==> src/rtl/col_sqe_pkg.sv <==
package col_sqe_pkg;

  typedef enum logic [1:0] {
    HB_IDLE  = 2'd0,
    HB_WAIT  = 2'd1,
    HB_PULSE = 2'd2
  } hb_state_e;

  // Heartbeat may run only in half duplex with the disable input clear.
  function automatic logic hb_allowed(input logic fdx, input logic off);
    return !fdx && !off;
  endfunction

  // Half-duplex overlap of the two channels.
  function automatic logic overlap_hit(input logic fdx, input logic tx, input logic rx);
    return !fdx && tx && rx;
  endfunction

  // Counter width needed to count 0..n-1, minimum 1 bit.
  function automatic int span_bits(input int n);
    return (n > 1) ? $clog2(n) : 1;
  endfunction

endpackage

==> src/rtl/col_src_merge.sv <==
module col_src_merge (
  input  logic tx_busy,
  input  logic rx_busy,
  input  logic jabber,
  input  logic fdx_mode,
  input  logic hb_pulse,
  output logic real_col,
  output logic col_out
);
  import col_sqe_pkg::*;

  always_comb begin
    real_col = jabber | overlap_hit(fdx_mode, tx_busy, rx_busy);
    col_out  = real_col | hb_pulse;
  end
endmodule

==> src/rtl/hb_sequencer.sv <==
module hb_sequencer #(
  parameter int HB_DELAY = 20,
  parameter int HB_WIDTH = 20
) (
  input  logic clk,
  input  logic rst,
  input  logic tx_busy,
  input  logic fdx_mode,
  input  logic hb_off,
  output logic tx_fall,
  output logic hb_pending,
  output logic hb_pulse
);
  import col_sqe_pkg::*;

  localparam int MAXC  = (HB_DELAY > HB_WIDTH) ? HB_DELAY : HB_WIDTH;
  localparam int CNT_W = span_bits(MAXC);
  localparam logic [CNT_W-1:0] LAST_D = CNT_W'(HB_DELAY - 1);
  localparam logic [CNT_W-1:0] LAST_W = CNT_W'(HB_WIDTH - 1);

  hb_state_e        st;
  logic [CNT_W-1:0] cnt;
  logic             tx_d;
  logic             en;

  always_comb begin
    en         = hb_allowed(fdx_mode, hb_off);
    tx_fall    = tx_d && !tx_busy;
    hb_pending = (st == HB_WAIT);
    hb_pulse   = (st == HB_PULSE);
  end

  always_ff @(posedge clk) begin
    if (rst) begin
      st   <= HB_IDLE;
      cnt  <= '0;
      tx_d <= 1'b0;
    end else begin
      tx_d <= tx_busy;
      if (tx_fall && en) begin
        st  <= HB_WAIT;
        cnt <= '0;
      end else if (tx_busy || !en) begin
        st  <= HB_IDLE;
        cnt <= '0;
      end else begin
        case (st)
          HB_WAIT: begin
            if (cnt == LAST_D) begin
              st  <= HB_PULSE;
              cnt <= '0;
            end else begin
              cnt <= cnt + 1'b1;
            end
          end
          HB_PULSE: begin
            if (cnt == LAST_W) begin
              st  <= HB_IDLE;
              cnt <= '0;
            end else begin
              cnt <= cnt + 1'b1;
            end
          end
          default: begin
            st  <= HB_IDLE;
            cnt <= '0;
          end
        endcase
      end
    end
  end
endmodule

==> src/rtl/col_sqe_gen.sv <==
module col_sqe_gen #(
  parameter int HB_DELAY = 20,
  parameter int HB_WIDTH = 20
) (
  input  logic clk,
  input  logic rst,
  input  logic tx_busy,
  input  logic rx_busy,
  input  logic jabber,
  input  logic fdx_mode,
  input  logic hb_off,
  output logic col_out
);

  logic tx_fall;
  logic hb_pending;
  logic hb_pulse;
  logic real_col;

  hb_sequencer #(
    .HB_DELAY(HB_DELAY),
    .HB_WIDTH(HB_WIDTH)
  ) u_seq (
    .clk       (clk),
    .rst       (rst),
    .tx_busy   (tx_busy),
    .fdx_mode  (fdx_mode),
    .hb_off    (hb_off),
    .tx_fall   (tx_fall),
    .hb_pending(hb_pending),
    .hb_pulse  (hb_pulse)
  );

  col_src_merge u_merge (
    .tx_busy (tx_busy),
    .rx_busy (rx_busy),
    .jabber  (jabber),
    .fdx_mode(fdx_mode),
    .hb_pulse(hb_pulse),
    .real_col(real_col),
    .col_out (col_out)
  );
endmodule

==> config.mk <==
export PLATFORM = sky130hd
export DESIGN_NAME = col_sqe_gen
export DESIGN_NICKNAME = d
export VERILOG_FILES = /design/src/rtl/col_sqe_pkg.sv /design/src/rtl/col_src_merge.sv /design/src/rtl/hb_sequencer.sv /design/src/rtl/col_sqe_gen.sv
export SDC_FILE = /design/constraint.sdc
export NUM_CORES = 1
export LEC_CHECK = 0
export ABC_CLOCK_PERIOD_IN_PS = 2900
export BUFFER_PORTS_ARGS = -buffer_cell sky130_fd_sc_hd__buf_2
export CAP_MARGIN = 20
export CORE_AREA = 4 4 41 43
export DETAILED_ROUTE_END_ITERATION = 7
export DIE_AREA = 0 0 45 47
export PLACE_DENSITY = 0.53
export SYNTH_ARGS = -nofsm -noshare
export SYNTH_HDL_FRONTEND = slang
export SYNTH_HIERARCHICAL = 1
export SYNTH_SLANG_ARGS = --single-unit
==> constraint.sdc <==
create_clock -name clk -period 2.9 [get_ports clk]
set_input_delay 0.29 -clock clk [delete_from_list [all_inputs] [get_ports clk]]
set_output_delay 0.29 -clock clk [all_outputs]
set_load 0.01 [all_outputs]
# After elaboration in Yosys (flattened, before gate mapping)
# Cells that the tools add are included.
totals:
  regBits: 8
  latch_bits: 0
  ram_bits: 0
  mem_bits_ro: 0
  inputBits: 7
  out_inout_bits: 1
  mem_count: 0
classes:
  addsub: 1
  multipliers: 0
  n_div: 0
  n_lt_le_gt_ge: 0
  n_eq_ne: 7
  n_shift: 0
  muxes: 5
  bitwise: 3
  reduce_logical: 15
ops:
  columns: ["operator", "count"]
  rows:
  - ["adder 5 x 1 -> 5 bit (second input constant)", 1]
  - ["equality test 5 bit (second input constant)", 1]
  - ["logical AND 1 bit", 5]
  - ["OR reduction 5 bit", 1]
  - ["logical NOT 1 bit", 4]
  - ["2-to-1 mux 2 bit", 2]
  - ["!= test 4 x 1 -> 1 bit (second input constant)", 1]
  - ["!= test 4 bit (second input constant)", 1]
  - ["one-hot mux 2 bit (2 select lines)", 1]
  - ["AND reduction 2 bit", 2]
  - ["OR reduction 3 bit", 1]
  - ["equality test 2 x 1 -> 1 bit (second input constant)", 1]
  - ["equality test 2 bit (second input constant)", 1]
  - ["2-to-1 mux 1 bit", 2]
  - ["!= test 2 x 1 -> 1 bit (second input constant)", 1]
  - ["!= test 2 bit (second input constant)", 1]
  - ["bitwise OR 1 bit", 2]
  - ["OR reduction 2 bit", 1]
  - ["logical OR 1 bit", 1]
  - ["NOT 1 bit", 1]

# Depth between registers and ports, before layout
# Gate-level depths: netlist of run 1.
depth:
  depth_word: 6
  ltp_mapped: 5

# Modules after synthesis
# Netlist of run 1, hierarchy kept.
modules_own_cells:
  columns: ["mod", "instances", "cells_per_inst", "area_per_inst_um2", "seq_area_each_um2"]
  rows:
  - ["hb_sequencer", 1, 35, 350.3, 160.2]
  - ["col_src_merge", 1, 4, 33.8, 0.0]

# Worst setup path after synthesis of run 1
# OpenSTA, ideal clock, no wires.
synth_path:
  kind: "input-to-reg"
  startpoint: "in tx_busy"
  endpoint: "reg u_seq.cnt[2]"
  setup_ps: 64
  t_arrival_ps: 1419
  required_ps: 2836
  slack_ps: 1416
  path_stages: 3
  path_buffers: 0
  path_cell_list: "or4_4 or4_4 nor2_1"
synth_between:
  elab_chain_len: 4
  word_cells_on_any_way: 5
  cone_classes: "reduce/logical: 5"
synth_rtl:
  columns: ["item", "line", "text"]
  rows:
  - ["start, declared", "col_sqe_gen.sv:7", "input logic tx_busy,"]
  - ["logical NOT 1 bit", "hb_sequencer.sv:28", "tx_fall = tx_d && !tx_busy;"]
  - ["logical AND 1 bit", "hb_sequencer.sv:28", null]
  - ["logical AND 1 bit", "hb_sequencer.sv:40", "if (tx_fall && en) begin"]
  - ["OR reduction 5 bit (no source line) (*)", null, null]
  - ["end signal, assigned", "hb_sequencer.sv:53", "cnt <= cnt + 1'b1;"]
  - ["end signal, assigned", "hb_sequencer.sv:61", "cnt <= cnt + 1'b1;"]
  - ["end, declared", "hb_sequencer.sv:22", "logic [CNT_W-1:0] cnt;"]
# Mark *: on every way between the ends. The rest lies on a longest branch, timed or not.
# A chain may end at the register's enable or synchronous reset.

# Final worst setup path of run 1
layout_path:
  startpoint: "reg u_seq.cnt[0]"
  endpoint: "reg u_seq.st[1]"
layout_between:
  elab_chain_len: 3
  word_cells_on_any_way: 4
  cone_classes: "eq/ne: 3; reduce/logical: 1"
layout_rtl:
  columns: ["item", "line", "text"]
  rows:
  - ["equality test 5 bit (*)", "hb_sequencer.sv:49, hb_sequencer.sv:57", null]
  - ["!= test 2 bit (no source line) or != test 2 x 1 -> 1 bit (tied branches)", null, null]
  - ["AND reduction 2 bit (no source line) (*)", null, null]
  - ["end signal, assigned", "hb_sequencer.sv:50", "st <= HB_PULSE;"]
  - ["end signal, assigned", "hb_sequencer.sv:58", "st <= HB_IDLE;"]
  - ["end signal, assigned", "hb_sequencer.sv:65", "st <= HB_IDLE;"]
  - ["end, declared", "hb_sequencer.sv:21", "hb_state_e st;"]
# Marks and branches as above.

==> results of run 1 <==
## per-layer routing
layer  vias up  GRT usage, %
li1        145             -
met1       121          8.94
met2        10          10.7
met3         4          5.75
met4         0          10.5
met5         -             0
## flip-flops by register name, indices dropped and copies added, names as in the netlist
signal	cells
u_seq/cnt	5
u_seq/st	2
u_seq/tx_d	1
## worst max-delay path, delay by kind of cell, from the launching register on
family	cells	cell delay, ps
simple gates	2	720
flops	1	350
compound gates	1	260
fa+ha+maj	1	220
## final cells by class
cell class | instances | area [um2] | area share (%)
multi-input combinational | 26 | 199 | 44.5
clock buffer | 3 | 22.5 | 5.04
tap | 15 | 18.8 | 4.20
inverter | 3 | 11.3 | 2.52
sequential | 8 | 160 | 35.9
timing repair buffer | 7 | 35.0 | 7.84
## metrics by stage
step	area, um2	total power (uW)	setup WS [ps]	hold WS (ps)
floorplan	370	118	1420	362
global placement	424	125	1230	444
detailed placement	424	125	1240	452
CTS	447	211	1220	193
global route	447	224	1040	202
finish	447	206	1250	204
## report_power, final
group / switching, uW / total, uW / internal (uW)
Clock: 37.0 / 84.3 / 47.3
Sequential: 0.576 / 112 / 111
Combinational: 4.29 / 10.6 / 6.26
Total: 41.9 / 206 / 165
## path summary, 6_finish.rpt
path,startpoint,endpoint
worst max-delay path,u_seq/cnt[0],u_seq/st[1]
worst max register to register,u_seq/cnt[0],u_seq/st[1]
worst min register to register,u_seq/cnt[0],u_seq/cnt[0]
worst min-delay path,rst,u_seq/tx_d
==> flow_summary.toml, run 1 <==
[timing]
max_freq_mhz = 606
worst_slew_pin_slew_ps = 664
rsz0062_at_grt = "no"
fin_worst_skew_ps = 3.77
final-setup-viol-count = 0
post-route-period-util_pct = 56.9
min_period_ps = 1650
hold_viol = 0
maxSlewViolCount = 0
setup-tns-final_ps = 0
relSlewSlack_pct = 55.1

[power]
p_leak_uw = 0.000202
vdd_ir_drop_max_uv = 288
powerDensity_nw_per_um2 = 462

[logic_synthesis]
syn_inst = 37
syn_area_um2 = 370
ys_warn_count = 6
syn_nets = 47
synth.avg_cell_area_um2 = 10.0

[finish]
fill_cells = 144
drive_gt1_share_pct = 31.9
syn_to_final_growth_pct = 20.6
antenna_cells = 0
layout.nets = 59
most-common-layout-cells = "8 x nor2_1, 8 x dfxtp_1, 7 x buf_2"
fin_cells = 62
fin_util_pct = 34.3

[global_route]
grt_pass1_vias = 274
grt-ovfl-total = 0
grt_antenna_before_repair = 0
grt_pass1_wl_um = 1150
track_usage_pct = 8.72
grt_max_degree = 6

[worst_setup_path]
critPathLaunchType = "flip-flop"
worst_setup_path_end_kind = "flip-flop"
critPathMaxFanout = 4
crit_arrival_ps = 1800
max_stage_delay_ps = 620
path_class = "flip-flop to flip-flop"
slowest_stage = "nor4bb_1"
reg2reg_depth = 4
worstPathCellList = "ha_1 -> nor4bb_1 -> nor2b_1 -> o221a_2"
worst-r2r-setup-slack_ps = 1250
critPathRequiredTime_ps = 3050

[placed_design]
dpl.cell_count = 59
io_buffers = 7
place.detailed.hpwl_um = 456
place_congestion = 0.679

[drt]
drtAntennaViolNets = 0
drt_wl_total_um = 584
wl_met3_um = 53
route.detailed.drc = 0
num_vias = 280
drtIter0Drc = 1
vias_per_cell = 4.52
drtPass1Iterations = 2
wl_met1_um = 242
routedWlPerCell_um = 9.42
highest_layer = "met4"
met2WireLength_um = 249

[cts]
clock_sinks = 8
clkSlewWorstSetupHoldPaths_ps = 50
clockBufferDepth = 2
ctsResizeCount = 0
clock_latency_ps = 260
clockRootBuffer = "clkbuf_4"
cts_setup_buffers = 0
cts_tree = "built"
hold_buffers = 0
h-tree-depth = 1
cts_buffers = 3

[run]
maxCapViolCount = 0

[floorplan]
num_io_pins = 8
start_util_pct = 28.5
die_w_um = 45
die_area_um2 = 2120
fp.coreArea_um2 = 1300
row_count = 13
die_y_um = 47

[hold_path]
hold_depth = 2
hp-class = "input port to flip-flop"

[run_status]
outcome = "completed"
(Power assumes the default switching activity.)
==> inputs of run 2 (changes only) <==
ABC_CLOCK_PERIOD_IN_PS = 1400   (was 2900)
PLACE_DENSITY = 0.55   (was 0.53)
clock period = 1.4 ns   (was 2.9 ns; I/O delays follow)
==> run 2 against run 1 <==
Net effect: flip-flop and latch count is the same; maximum frequency is 22% higher; worst hold slack got worse by 140 ps; clock power is 100% higher; highest routed layer unchanged.
==> flow_summary.toml, run 2 (same netlist as run 1, synthesis figures left out) <==
[global_route]
grt_pass1_wl_um = 1190
grt-ovfl-total = 0
track_usage_pct = 8.54
grt_max_degree = 6
grt_antenna_before_repair = 0
grt_pass1_vias = 306

[floorplan]
die_w_um = 45
num_io_pins = 8
start_util_pct = 28.5
die_y_um = 47
row_count = 13
die_area_um2 = 2120
fp.coreArea_um2 = 1300

[finish]
largest-register = "u_seq/cnt"
fill_cells = 142
antenna_cells = 0
final_common_cell = "buf_2"
layout.nets = 65
register_area_um2 = 163
top_regs = "u_seq/cnt (5), u_seq/st (2), u_seq/tx_d (1)"
largest_register_ffs = 5
fin_cells = 68
most-common-layout-cells = "7 x buf_2, 6 x buf_4, 6 x dfxtp_1"
multi_input_area_um2 = 234
drive_gt1_share_pct = 52.8
syn_to_final_growth_pct = 42.9

[timing]
post-route-period-util_pct = 96.7
fin_worst_skew_ps = 1.78
setup_ws_ps = 46.9
final-setup-viol-count = 0
worst_slew_pin_slew_ps = 245
relSlewSlack_pct = 83.6
hold_viol = 0
maxSlewViolCount = 0
min_period_ps = 1350
max_freq_mhz = 739

[worst_setup_path]
worst-r2r-setup-slack_ps = 50
crit_arrival_ps = 1540
max_stage_delay_ps = 530
reg2reg_depth = 4
path_delay_family = "simple AND/OR/NAND/NOR gates"
worst_setup_path_end_kind = "flip-flop"
r2r_end = "u_seq/cnt[0]"
path_class = "flip-flop to flip-flop"
critPathMaxFanout = 5
critPathRequiredTime_ps = 1580
worstPathCellList = "ha_4 -> nor4bb_4 -> or4_4 -> nor2_2"
critPathLaunchType = "flip-flop"
slowest_stage = "or4_4"
r2r_start = "u_seq/cnt[1]"
crit_buf_inv = 0

[placed_design]
io_buffers = 7
place_congestion = 0.751
preCtsSetupSlack_ps = -90.7
dpl.cell_count = 65
place.detailed.hpwl_um = 511

[drt]
route.detailed.drc = 0
drtAntennaViolNets = 0
drt_wl_total_um = 645
num_vias = 302
vias_per_cell = 4.44
drtIter0Drc = 2
routedWlPerCell_um = 9.49
drtPass1Iterations = 4

[run]
maxCapViolCount = 0

[cts]
clock_sinks = 8
clockBufferDepth = 2
h-tree-depth = 1
cts_buffers = 3
cts_tree = "built"
clkSlewWorstSetupHoldPaths_ps = 50
clockRootBuffer = "clkbuf_4"
clock_latency_ps = 250

[power]
powerDensity_nw_per_um2 = 805
vdd_ir_drop_max_uv = 542
p_leak_uw = 0.000230
design_power_total_uw = 426

[hold_path]
hp-class = "input port to flip-flop"
hp-start = "rst"
hold_depth = 2
hold_end = "u_seq/tx_d"

[run_status]
outcome = "completed"
## run 2: cell types whose count changed in the layout (fill, tap and decap cells not counted)
cell | previous run | this run
ha_4 | 0 | 1
dfxtp_1 | 8 | 6
nor4bb_4 | 0 | 1
nor2_2 | 0 | 3
dfxtp_2 | 0 | 2
nor2_1 | 8 | 5
ha_1 | 3 | 2
nor4bb_1 | 1 | 0
buf_4 | 0 | 6
## run 2: metal layers
metal	up-vias	track usage [%]	share of wire, %
met5	-	0	0
met4	0	3.51	1.9
met3	2	5.75	8.2
met2	13	13.3	45
met1	129	9.13	45
li1	158	-	-
## run 2: worst register-to-register path, delay by kind of cell (launching register included)
kind / cells / cell delay, ps
adders and majority gates: 1 / 160
DFF: 1 / 330
and+or+nand+nor: 3 / 800
## run 2: metrics by stage
step	cell area (um2)	utilization, %	hold slack, ps	TNS (ps)
after CTS	505	38.8	53.8	0
after detailed placement	475	36.5	321	-407
after floorplan	377	-	212	0
after global placement	475	36.5	316	-383
final	529	40.7	61.7	0
after global routing	529	40.7	59.4	-4.49
## run 2: worst max-delay path by stage
stage                       startpoint           end  slack [ps]  cells after the start
after floorplan           u_seq/cnt[0]   u_seq/st[1]          60                      4
after CTS                  u_seq/st[0]  u_seq/cnt[1]          20                      4
final                     u_seq/cnt[1]  u_seq/cnt[0]          50                      4
after global routing      u_seq/cnt[1]  u_seq/cnt[0]          -4                      4
after global placement         tx_busy  u_seq/cnt[0]         -90                      4
after detailed placement       tx_busy  u_seq/cnt[0]         -90                      4
## run 2: area by class of cell
type                    instances  share of cell area, %
multi-input cells              26                   44.2
flip-flops and latches          8                   30.7
well taps                      15                   3.55
clock buffers                   3                   4.26
repair buffers                 13                   15.1
inverters                       3                   2.13
## run 2: what timing repair did
item / 4_1_cts / 5_1_grt
pin swaps: 5 / 5
buffers inserted: 0 / 1
gates resized for setup: 4 / 4
hold buffers: 0 / 0
setup endpoints to repair: 5 / 6
## run 2: power breakdown
part	switching, uW	internal [uW]
Combinational	9.65	15.1
Clock	72.8	97.7
Sequential	1.26	230
Total	83.7	343
